### src/rtl/bdma_pkg.sv
package bdma_pkg;
  typedef enum logic [1:0] {
    WT_PM24  = 2'd0,
    WT_DM16  = 2'd1,
    WT_DM8HI = 2'd2,
    WT_DM8LO = 2'd3
  } wtype_e;

  localparam logic [2:0] SEL_INT  = 3'd0;
  localparam logic [2:0] SEL_EXT  = 3'd1;
  localparam logic [2:0] SEL_PAGE = 3'd2;
  localparam logic [2:0] SEL_CTRL = 3'd3;
  localparam logic [2:0] SEL_CNT  = 3'd4;

  function automatic int maxi(input int a, input int b);
    return (a > b) ? a : b;
  endfunction
endpackage

### src/rtl/bdma_engine.sv
module bdma_engine
  import bdma_pkg::*;
#(
  parameter int INT_AW     = 14,
  parameter int EXT_AW     = 14,
  parameter int PAGE_W     = 8,
  parameter int CNT_W      = 14,
  parameter int OVL_W      = 4,
  parameter int BOOT_WORDS = 32,
  parameter int REG_W      = 14
) (
  input  logic                     clk,
  input  logic                     rst,
  input  logic                     boot_mode,
  input  logic                     reg_we,
  input  logic [2:0]               reg_sel,
  input  logic [REG_W-1:0]         reg_wdata,
  input  logic                     tail_i,
  output logic                     busy_o,
  output logic                     start_o,
  output logic                     ctx_o,
  output logic [PAGE_W+EXT_AW-1:0] bm_addr,
  output logic                     bm_rd,
  output logic                     rv_o,
  output logic                     rlast_o,
  output logic                     rfinal_o,
  output wtype_e                   rtype_o,
  output logic [INT_AW-1:0]        raddr_o,
  output logic [OVL_W-1:0]         rovl_o
);
  localparam logic [CNT_W-1:0] CNT_ONE  = CNT_W'(1);
  localparam logic [CNT_W-1:0] CNT_BOOT = CNT_W'(BOOT_WORDS);

  logic [INT_AW-1:0] int_q;
  logic [EXT_AW-1:0] ext_q;
  logic [PAGE_W-1:0] page_q;
  logic [CNT_W-1:0]  cnt_q;
  logic [OVL_W-1:0]  ovl_q;
  wtype_e            type_q;
  logic              ctx_q;
  logic              boot_pend_q;
  logic              run_q;
  logic [1:0]        bidx_q;
  logic [1:0]        nb_m1;
  logic              last_b;
  logic              wr_ok;
  logic              cnt_start;

  always_comb begin
    case (type_q)
      WT_PM24: nb_m1 = 2'd2;
      WT_DM16: nb_m1 = 2'd1;
      default: nb_m1 = 2'd0;
    endcase
  end

  assign last_b    = (bidx_q == nb_m1);
  assign busy_o    = run_q | rv_o | tail_i;
  assign wr_ok     = reg_we & ~busy_o;
  assign cnt_start = wr_ok && (reg_sel == SEL_CNT) && (|reg_wdata[CNT_W-1:0]);
  assign start_o   = boot_pend_q | cnt_start;
  assign ctx_o     = ctx_q;
  assign bm_addr   = {page_q, ext_q};
  assign bm_rd     = run_q;

  always_ff @(posedge clk) begin
    if (rst) begin
      int_q       <= '0;
      ext_q       <= '0;
      page_q      <= '0;
      ovl_q       <= '0;
      type_q      <= WT_PM24;
      ctx_q       <= boot_mode;
      cnt_q       <= boot_mode ? CNT_BOOT : '0;
      boot_pend_q <= boot_mode;
      run_q       <= 1'b0;
      bidx_q      <= 2'd0;
      rv_o        <= 1'b0;
      rlast_o     <= 1'b0;
      rfinal_o    <= 1'b0;
      rtype_o     <= WT_PM24;
      raddr_o     <= '0;
      rovl_o      <= '0;
    end else begin
      boot_pend_q <= 1'b0;
      rv_o        <= run_q;
      if (wr_ok) begin
        case (reg_sel)
          SEL_INT:  int_q  <= reg_wdata[INT_AW-1:0];
          SEL_EXT:  ext_q  <= reg_wdata[EXT_AW-1:0];
          SEL_PAGE: page_q <= reg_wdata[PAGE_W-1:0];
          SEL_CTRL: begin
            type_q <= wtype_e'(reg_wdata[1:0]);
            ctx_q  <= reg_wdata[2];
            ovl_q  <= reg_wdata[3 +: OVL_W];
          end
          SEL_CNT:  cnt_q  <= reg_wdata[CNT_W-1:0];
          default: ;
        endcase
      end
      if (start_o) begin
        run_q  <= 1'b1;
        bidx_q <= 2'd0;
      end
      if (run_q) begin
        ext_q    <= ext_q + 1'b1;
        rlast_o  <= last_b;
        rfinal_o <= last_b && (cnt_q == CNT_ONE);
        raddr_o  <= int_q;
        rtype_o  <= type_q;
        rovl_o   <= ovl_q;
        if (last_b) begin
          bidx_q <= 2'd0;
          int_q  <= int_q + 1'b1;
          cnt_q  <= cnt_q - 1'b1;
          if (cnt_q == CNT_ONE) run_q <= 1'b0;
        end else begin
          bidx_q <= bidx_q + 1'b1;
        end
      end
    end
  end

  AST_OFFSET_STEP: assert property (@(posedge clk) disable iff (rst)
    (bm_rd && $past(bm_rd)) |-> (bm_addr[EXT_AW-1:0] == $past(bm_addr[EXT_AW-1:0]) + 1'b1));
  AST_PAGE_FIXED: assert property (@(posedge clk) disable iff (rst)
    (bm_rd && $past(bm_rd)) |-> (bm_addr[PAGE_W+EXT_AW-1:EXT_AW] == $past(bm_addr[PAGE_W+EXT_AW-1:EXT_AW])));
  AST_COUNT_STEP: assert property (@(posedge clk) disable iff (rst)
    (run_q && last_b) |=> (cnt_q == $past(cnt_q) - 1'b1));
endmodule

### src/rtl/bdma_pack.sv
module bdma_pack
  import bdma_pkg::*;
#(
  parameter int INT_AW = 14,
  parameter int OVL_W  = 4
) (
  input  logic              clk,
  input  logic              rst,
  input  logic              rv_i,
  input  logic              rlast_i,
  input  logic              rfinal_i,
  input  wtype_e            rtype_i,
  input  logic [INT_AW-1:0] raddr_i,
  input  logic [OVL_W-1:0]  rovl_i,
  input  logic [7:0]        bm_rdata,
  output logic              mem_we,
  output logic              mem_pm,
  output logic [OVL_W-1:0]  mem_ovl,
  output logic [INT_AW-1:0] mem_addr,
  output logic [23:0]       mem_wdata,
  output logic              done
);
  logic [15:0] acc_q;
  logic [23:0] word;

  always_comb begin
    case (rtype_i)
      WT_PM24:  word = {acc_q, bm_rdata};
      WT_DM16:  word = {8'h00, acc_q[7:0], bm_rdata};
      WT_DM8HI: word = {8'h00, bm_rdata, 8'h00};
      default:  word = {16'h0000, bm_rdata};
    endcase
  end

  always_ff @(posedge clk) begin
    if (rst) begin
      acc_q     <= '0;
      mem_we    <= 1'b0;
      mem_pm    <= 1'b0;
      mem_ovl   <= '0;
      mem_addr  <= '0;
      mem_wdata <= '0;
      done      <= 1'b0;
    end else begin
      mem_we <= 1'b0;
      done   <= 1'b0;
      if (rv_i) begin
        acc_q <= {acc_q[7:0], bm_rdata};
        if (rlast_i) begin
          mem_we    <= 1'b1;
          mem_pm    <= (rtype_i == WT_PM24);
          mem_ovl   <= rovl_i;
          mem_addr  <= raddr_i;
          mem_wdata <= word;
          done      <= rfinal_i;
        end
      end
    end
  end

  AST_DONE_PULSE: assert property (@(posedge clk) disable iff (rst)
    done |=> !done);
endmodule

### src/rtl/bdma_hold.sv
module bdma_hold (
  input  logic clk,
  input  logic rst,
  input  logic boot_mode,
  input  logic start_i,
  input  logic ctx_i,
  input  logic done_i,
  output logic core_hold,
  output logic core_restart
);
  always_ff @(posedge clk) begin
    if (rst) begin
      core_hold    <= boot_mode;
      core_restart <= 1'b0;
    end else if (start_i) begin
      core_hold    <= ctx_i;
      core_restart <= 1'b0;
    end else if (done_i && core_hold) begin
      core_hold    <= 1'b0;
      core_restart <= 1'b1;
    end else begin
      core_restart <= 1'b0;
    end
  end

  AST_RESTART_AFTER_DONE: assert property (@(posedge clk) disable iff (rst)
    core_restart |-> $past(done_i));
  AST_RESTART_RELEASED: assert property (@(posedge clk) disable iff (rst)
    core_restart |-> (!core_hold && $past(core_hold)));
endmodule

### src/rtl/bmem_boot_dma.sv
module bmem_boot_dma
  import bdma_pkg::*;
#(
  parameter int INT_AW     = 14,
  parameter int EXT_AW     = 14,
  parameter int PAGE_W     = 8,
  parameter int CNT_W      = 14,
  parameter int OVL_W      = 4,
  parameter int BOOT_WORDS = 32,
  localparam int REG_W     = maxi(maxi(INT_AW, EXT_AW), maxi(maxi(PAGE_W, CNT_W), 3 + OVL_W))
) (
  input  logic                     clk,
  input  logic                     rst,
  input  logic                     boot_mode,
  input  logic                     reg_we,
  input  logic [2:0]               reg_sel,
  input  logic [REG_W-1:0]         reg_wdata,
  output logic [PAGE_W+EXT_AW-1:0] bm_addr,
  output logic                     bm_rd,
  input  logic [7:0]               bm_rdata,
  output logic                     mem_we,
  output logic                     mem_pm,
  output logic [OVL_W-1:0]         mem_ovl,
  output logic [INT_AW-1:0]        mem_addr,
  output logic [23:0]              mem_wdata,
  output logic                     busy,
  output logic                     done,
  output logic                     core_hold,
  output logic                     core_restart
);
  logic              start;
  logic              ctx;
  logic              rv;
  logic              rlast;
  logic              rfinal;
  wtype_e            rtype;
  logic [INT_AW-1:0] raddr;
  logic [OVL_W-1:0]  rovl;

  bdma_engine #(
    .INT_AW(INT_AW), .EXT_AW(EXT_AW), .PAGE_W(PAGE_W), .CNT_W(CNT_W),
    .OVL_W(OVL_W), .BOOT_WORDS(BOOT_WORDS), .REG_W(REG_W)
  ) u_engine (
    .clk(clk), .rst(rst), .boot_mode(boot_mode),
    .reg_we(reg_we), .reg_sel(reg_sel), .reg_wdata(reg_wdata),
    .tail_i(done), .busy_o(busy), .start_o(start), .ctx_o(ctx),
    .bm_addr(bm_addr), .bm_rd(bm_rd),
    .rv_o(rv), .rlast_o(rlast), .rfinal_o(rfinal), .rtype_o(rtype),
    .raddr_o(raddr), .rovl_o(rovl)
  );

  bdma_pack #(.INT_AW(INT_AW), .OVL_W(OVL_W)) u_pack (
    .clk(clk), .rst(rst), .rv_i(rv), .rlast_i(rlast), .rfinal_i(rfinal),
    .rtype_i(rtype), .raddr_i(raddr), .rovl_i(rovl), .bm_rdata(bm_rdata),
    .mem_we(mem_we), .mem_pm(mem_pm), .mem_ovl(mem_ovl), .mem_addr(mem_addr),
    .mem_wdata(mem_wdata), .done(done)
  );

  bdma_hold u_hold (
    .clk(clk), .rst(rst), .boot_mode(boot_mode), .start_i(start),
    .ctx_i(ctx), .done_i(done), .core_hold(core_hold), .core_restart(core_restart)
  );

  AST_WRITE_NEEDS_BUSY: assert property (@(posedge clk) disable iff (rst)
    mem_we |-> $past(busy));
  AST_NO_START_WHEN_BUSY: assert property (@(posedge clk) disable iff (rst)
    (busy && !done) |=> busy);
endmodule

### config.mk
export PLATFORM = sky130hd
export DESIGN_NAME = bmem_boot_dma
export DESIGN_NICKNAME = d
export VERILOG_FILES = /design/src/rtl/bdma_pkg.sv /design/src/rtl/bdma_engine.sv /design/src/rtl/bdma_pack.sv /design/src/rtl/bdma_hold.sv /design/src/rtl/bmem_boot_dma.sv
export SDC_FILE = /design/constraint.sdc
export NUM_CORES = 1
export LEC_CHECK = 0
export BUFFER_PORTS_ARGS = -buffer_cell sky130_fd_sc_hd__buf_4
export CAP_MARGIN = 20
export CORE_UTILIZATION = 40
export DETAILED_ROUTE_END_ITERATION = 16
export PLACE_DENSITY_LB_ADDON = 0.25
export SKIP_CTS_REPAIR_TIMING = 1
export SYNTH_ARGS = -nofsm -noshare
export SYNTH_HDL_FRONTEND = slang
export SYNTH_SLANG_ARGS = --single-unit
### constraint.sdc
create_clock -name clk -period 2 [get_ports clk]
set_input_delay 0 -clock clk [delete_from_list [all_inputs] [get_ports clk]]
set_output_delay 0 -clock clk [all_outputs]
set_load 0.005 [all_outputs]
==> summary.txt <==
Highest Signal Layer: met4
Post-route DRC: 0
VDD IR-drop max: 0.000599 V
DR WL met3: 1130 µm
Initial Util: 0.409
Post-Syn Area: 6480 µm²
Least-Margin Pin Slew: 0.686 ns
Arr. time, crit path: 2.23 ns
Layout Utilization: 0.532
Die ar.: 16700 µm²
Crit path time final: 1.89 ns
Syn avg cell area: 8.74 µm²
WP data required: 2.34 ns
Cells after synthesis: 741
Drt total wl: 17800 µm
Core box area: 15800 µm²
Vias in the first global route: 5310
Clock Latency Late Sink: 0.42 ns
GR Overflow Total: 0
Layout cell share with drive strength beyond 1: 0.212
Hold WS: 0.172 ns
Post-DRT Antenna Nets: 0
Detail Placement HPWL: 11700 µm
TritonRoute pass-1 iters: 5
Die Wd: 129 µm
CP max stage delay: 0.51 ns
Total CTS buffers: 17
Synthesis-stage register bit count: 147
Cell taking the most area after synthesis: dfxtp_1
Post-route cell area: 8420 µm²
Sequential area share after synthesis: 0.457
Initial antenna violation count: 0
Clock Tree Buf Depth: 2
Hold Path Class: input port to flop
Placement Cell Area: 7570 µm²
Clk sink count: 147
CP endpoint kind: flop
Placer Congestion: 0.956
P_leak: 3.19 nW
Highest Clock Rate: 530 MHz
Max-slew headroom: 0.539
Die Y: 129 µm
Power Dens Cells: 806 nW/µm²
Wire per inst: 16.3 µm
Status: finished clean
Crit path launch type: flop
Via count: 5893
Layout area overhead: 29.9%
Pin count of the biggest net entering global routing: 51
Number of synthesized flops with an enable pin: 2
Ys Warns: 0
Synth async-reset ratio: 0
Post-synth top flop: dfxtp_1
Crit path max fanout: 26
# setup viols final: 0
Fin. max-slew vios: 0
Final setup TNS: 0 ns
Synth top area share: 0.448
Critical path class: flop to flop
RSZ-0062 raised after global routing: no
Worst path slowest cell: or4_1
DR vias/cell: 5.38
Num ports: 100
Global-route wire length before repair: 28600 µm
Wl on met1: 8130 µm
Worst clock skew: 0.00709 ns
Site Rows: 46
Syn_nets: 774
FILL cells: 1479
Max_cap viols: 0
Synth unique cells: 66
Period utilisation layout: 0.943
Final hold viol count: 0
Initial DRC Count: 476
Root Driver: clkbuf_16
H-tree levels: 4
Met2 WL post-DR: 8300 µm
Inserted Diodes: 0
Clock transition at the registers of the reported paths: 0.06 ns
Area contributors post-synth: dfxtp_1 45%, mux2i_1 8.0%, nor2_1 5.5%
CTS tree: built
Cells along the critical path: nor3b_4, o31ai_2, buf_12, or4_1, a31oi_1
Final nets: 900
Global-route usage over all layers: 0.221
Buffers on Ports: 99
## synthesized netlist by cell type, drive strengths merged (8+ instances only)
library cell / instances
and3: 8
buf: 17
mux2i: 52
o221ai: 9
o311ai: 12
o21ai: 18
nor4: 11
nand2: 86
nor3: 17
nand4: 10
inv: 24
a21oi: 41
nor2: 95
a31oi: 15
nand3: 23
dfxtp: 145
a22oi: 28
clkbuf: 33
or4: 8
## final timing paths
path | startpoint | to | slack (ns) | depth (start not counted)
setup reg to reg | u_engine.type_q[1]$_SDFFE_PP0P_ | u_engine.int_q[10]$_SDFF_PP0_ | 0.11 | 5
hold / removal | reg_sel[2] | u_engine.cnt_q[1]$_SDFF_PP0_ | 0.17 | 5
setup / recovery | u_engine.type_q[1]$_SDFFE_PP0P_ | u_engine.int_q[10]$_SDFF_PP0_ | 0.11 | 5
hold reg to reg | u_engine.rovl_o[0]$_SDFFE_PP0P_ | u_pack.mem_ovl[0]$_SDFFE_PP0P_ | 0.45 | 2
## kinds of logic (layout without fill, tap and decap cells)
| group | after synthesis | count (layout) | synth area share |
|---|---|---|---|
| xor+xnor | 7 | 7 | 0.00946 |
| simple gates | 291 | 291 | 0.218 |
| mux | 55 | 55 | 0.0855 |
| compound gates | 162 | 162 | 0.174 |
| flops | 147 | 147 | 0.457 |
| fa+ha+maj | 4 | 4 | 0.00772 |
| buf+inv | 75 | 213 | 0.0481 |
## state kept, by name, indices dropped and copies added (netlist names), 2 cells and up
signal	flops
u_engine.rovl_o	4
u_pack.mem_addr	14
u_engine.ovl_q	4
u_engine.raddr_o	14
u_engine.cnt_q	14
u_pack.acc_q	16
u_engine.page_q	8
u_pack.mem_ovl	4
u_engine.rtype_o	2
u_engine.type_q	2
u_pack.mem_wdata	24
u_engine.int_q	14
u_engine.ext_q	14
u_engine.bidx_q	2
## cells in the final DEF, fill, tap and decap left out, types with 9 or more instances in the layout
cell type	count
dfxtp_1	142
buf_4	129
nor2_1	95
nand2_1	86
mux2i_1	52
a21oi_1	41
a22oi_1	28
inv_1	24
dlygate4sd3_1	24
nand3_1	23
o21ai_0	18
clkbuf_16	17
nor3_1	16
a31oi_1	15
nor4_1	10
nand4_1	9
o221ai_1	9
## critical path: cells and delay by family, from the launching register on
family          cells  cell delay (ns)
simple gates        2             0.87
flops               1             0.45
compound gates      2             0.30
buf+inv             1             0.19
## through the flow
step	cells	worst slack (ns)	total power [W]
after floorplan	741	0.330	0.00339
after CTS	1070	0.107	0.00680
after global routing	1095	0.0130	0.00707
final	1095	0.114	0.00679
after detailed placement	1039	0.113	0.00363
after global placement	1039	0.193	0.00363
## layout make-up
type / count / area, µm² / share of cell area
Clock buffer: 18 / 439 / 0.0522
Multi-Input combinational cell: 519 / 3210 / 0.382
Timing Repair Buffer: 157 / 1290 / 0.153
Inverter: 25 / 93.8 / 0.0111
Clock inverter: 13 / 149 / 0.0177
Tap cell: 216 / 270 / 0.0321
Sequential cell: 147 / 2970 / 0.352
## power breakdown
group / switching [W] / internal (W) / total [W] / leakage (nW)
Combinational: 0.000306 / 0.000249 / 0.000555 / 1.72
Sequential: 0.0000633 / 0.00299 / 0.00305 / 1.19
Clock: 0.00129 / 0.00188 / 0.00318 / 0.282
Total: 0.00166 / 0.00512 / 0.00679 / 3.19
## layer usage
layer,up-vias,global-route usage
met5,-,0
met3,20,0.0599
li1,2922,-
met1,2765,0.303
met2,186,0.336
met4,0,0.0720
Power figures use the tool's default switching activity.
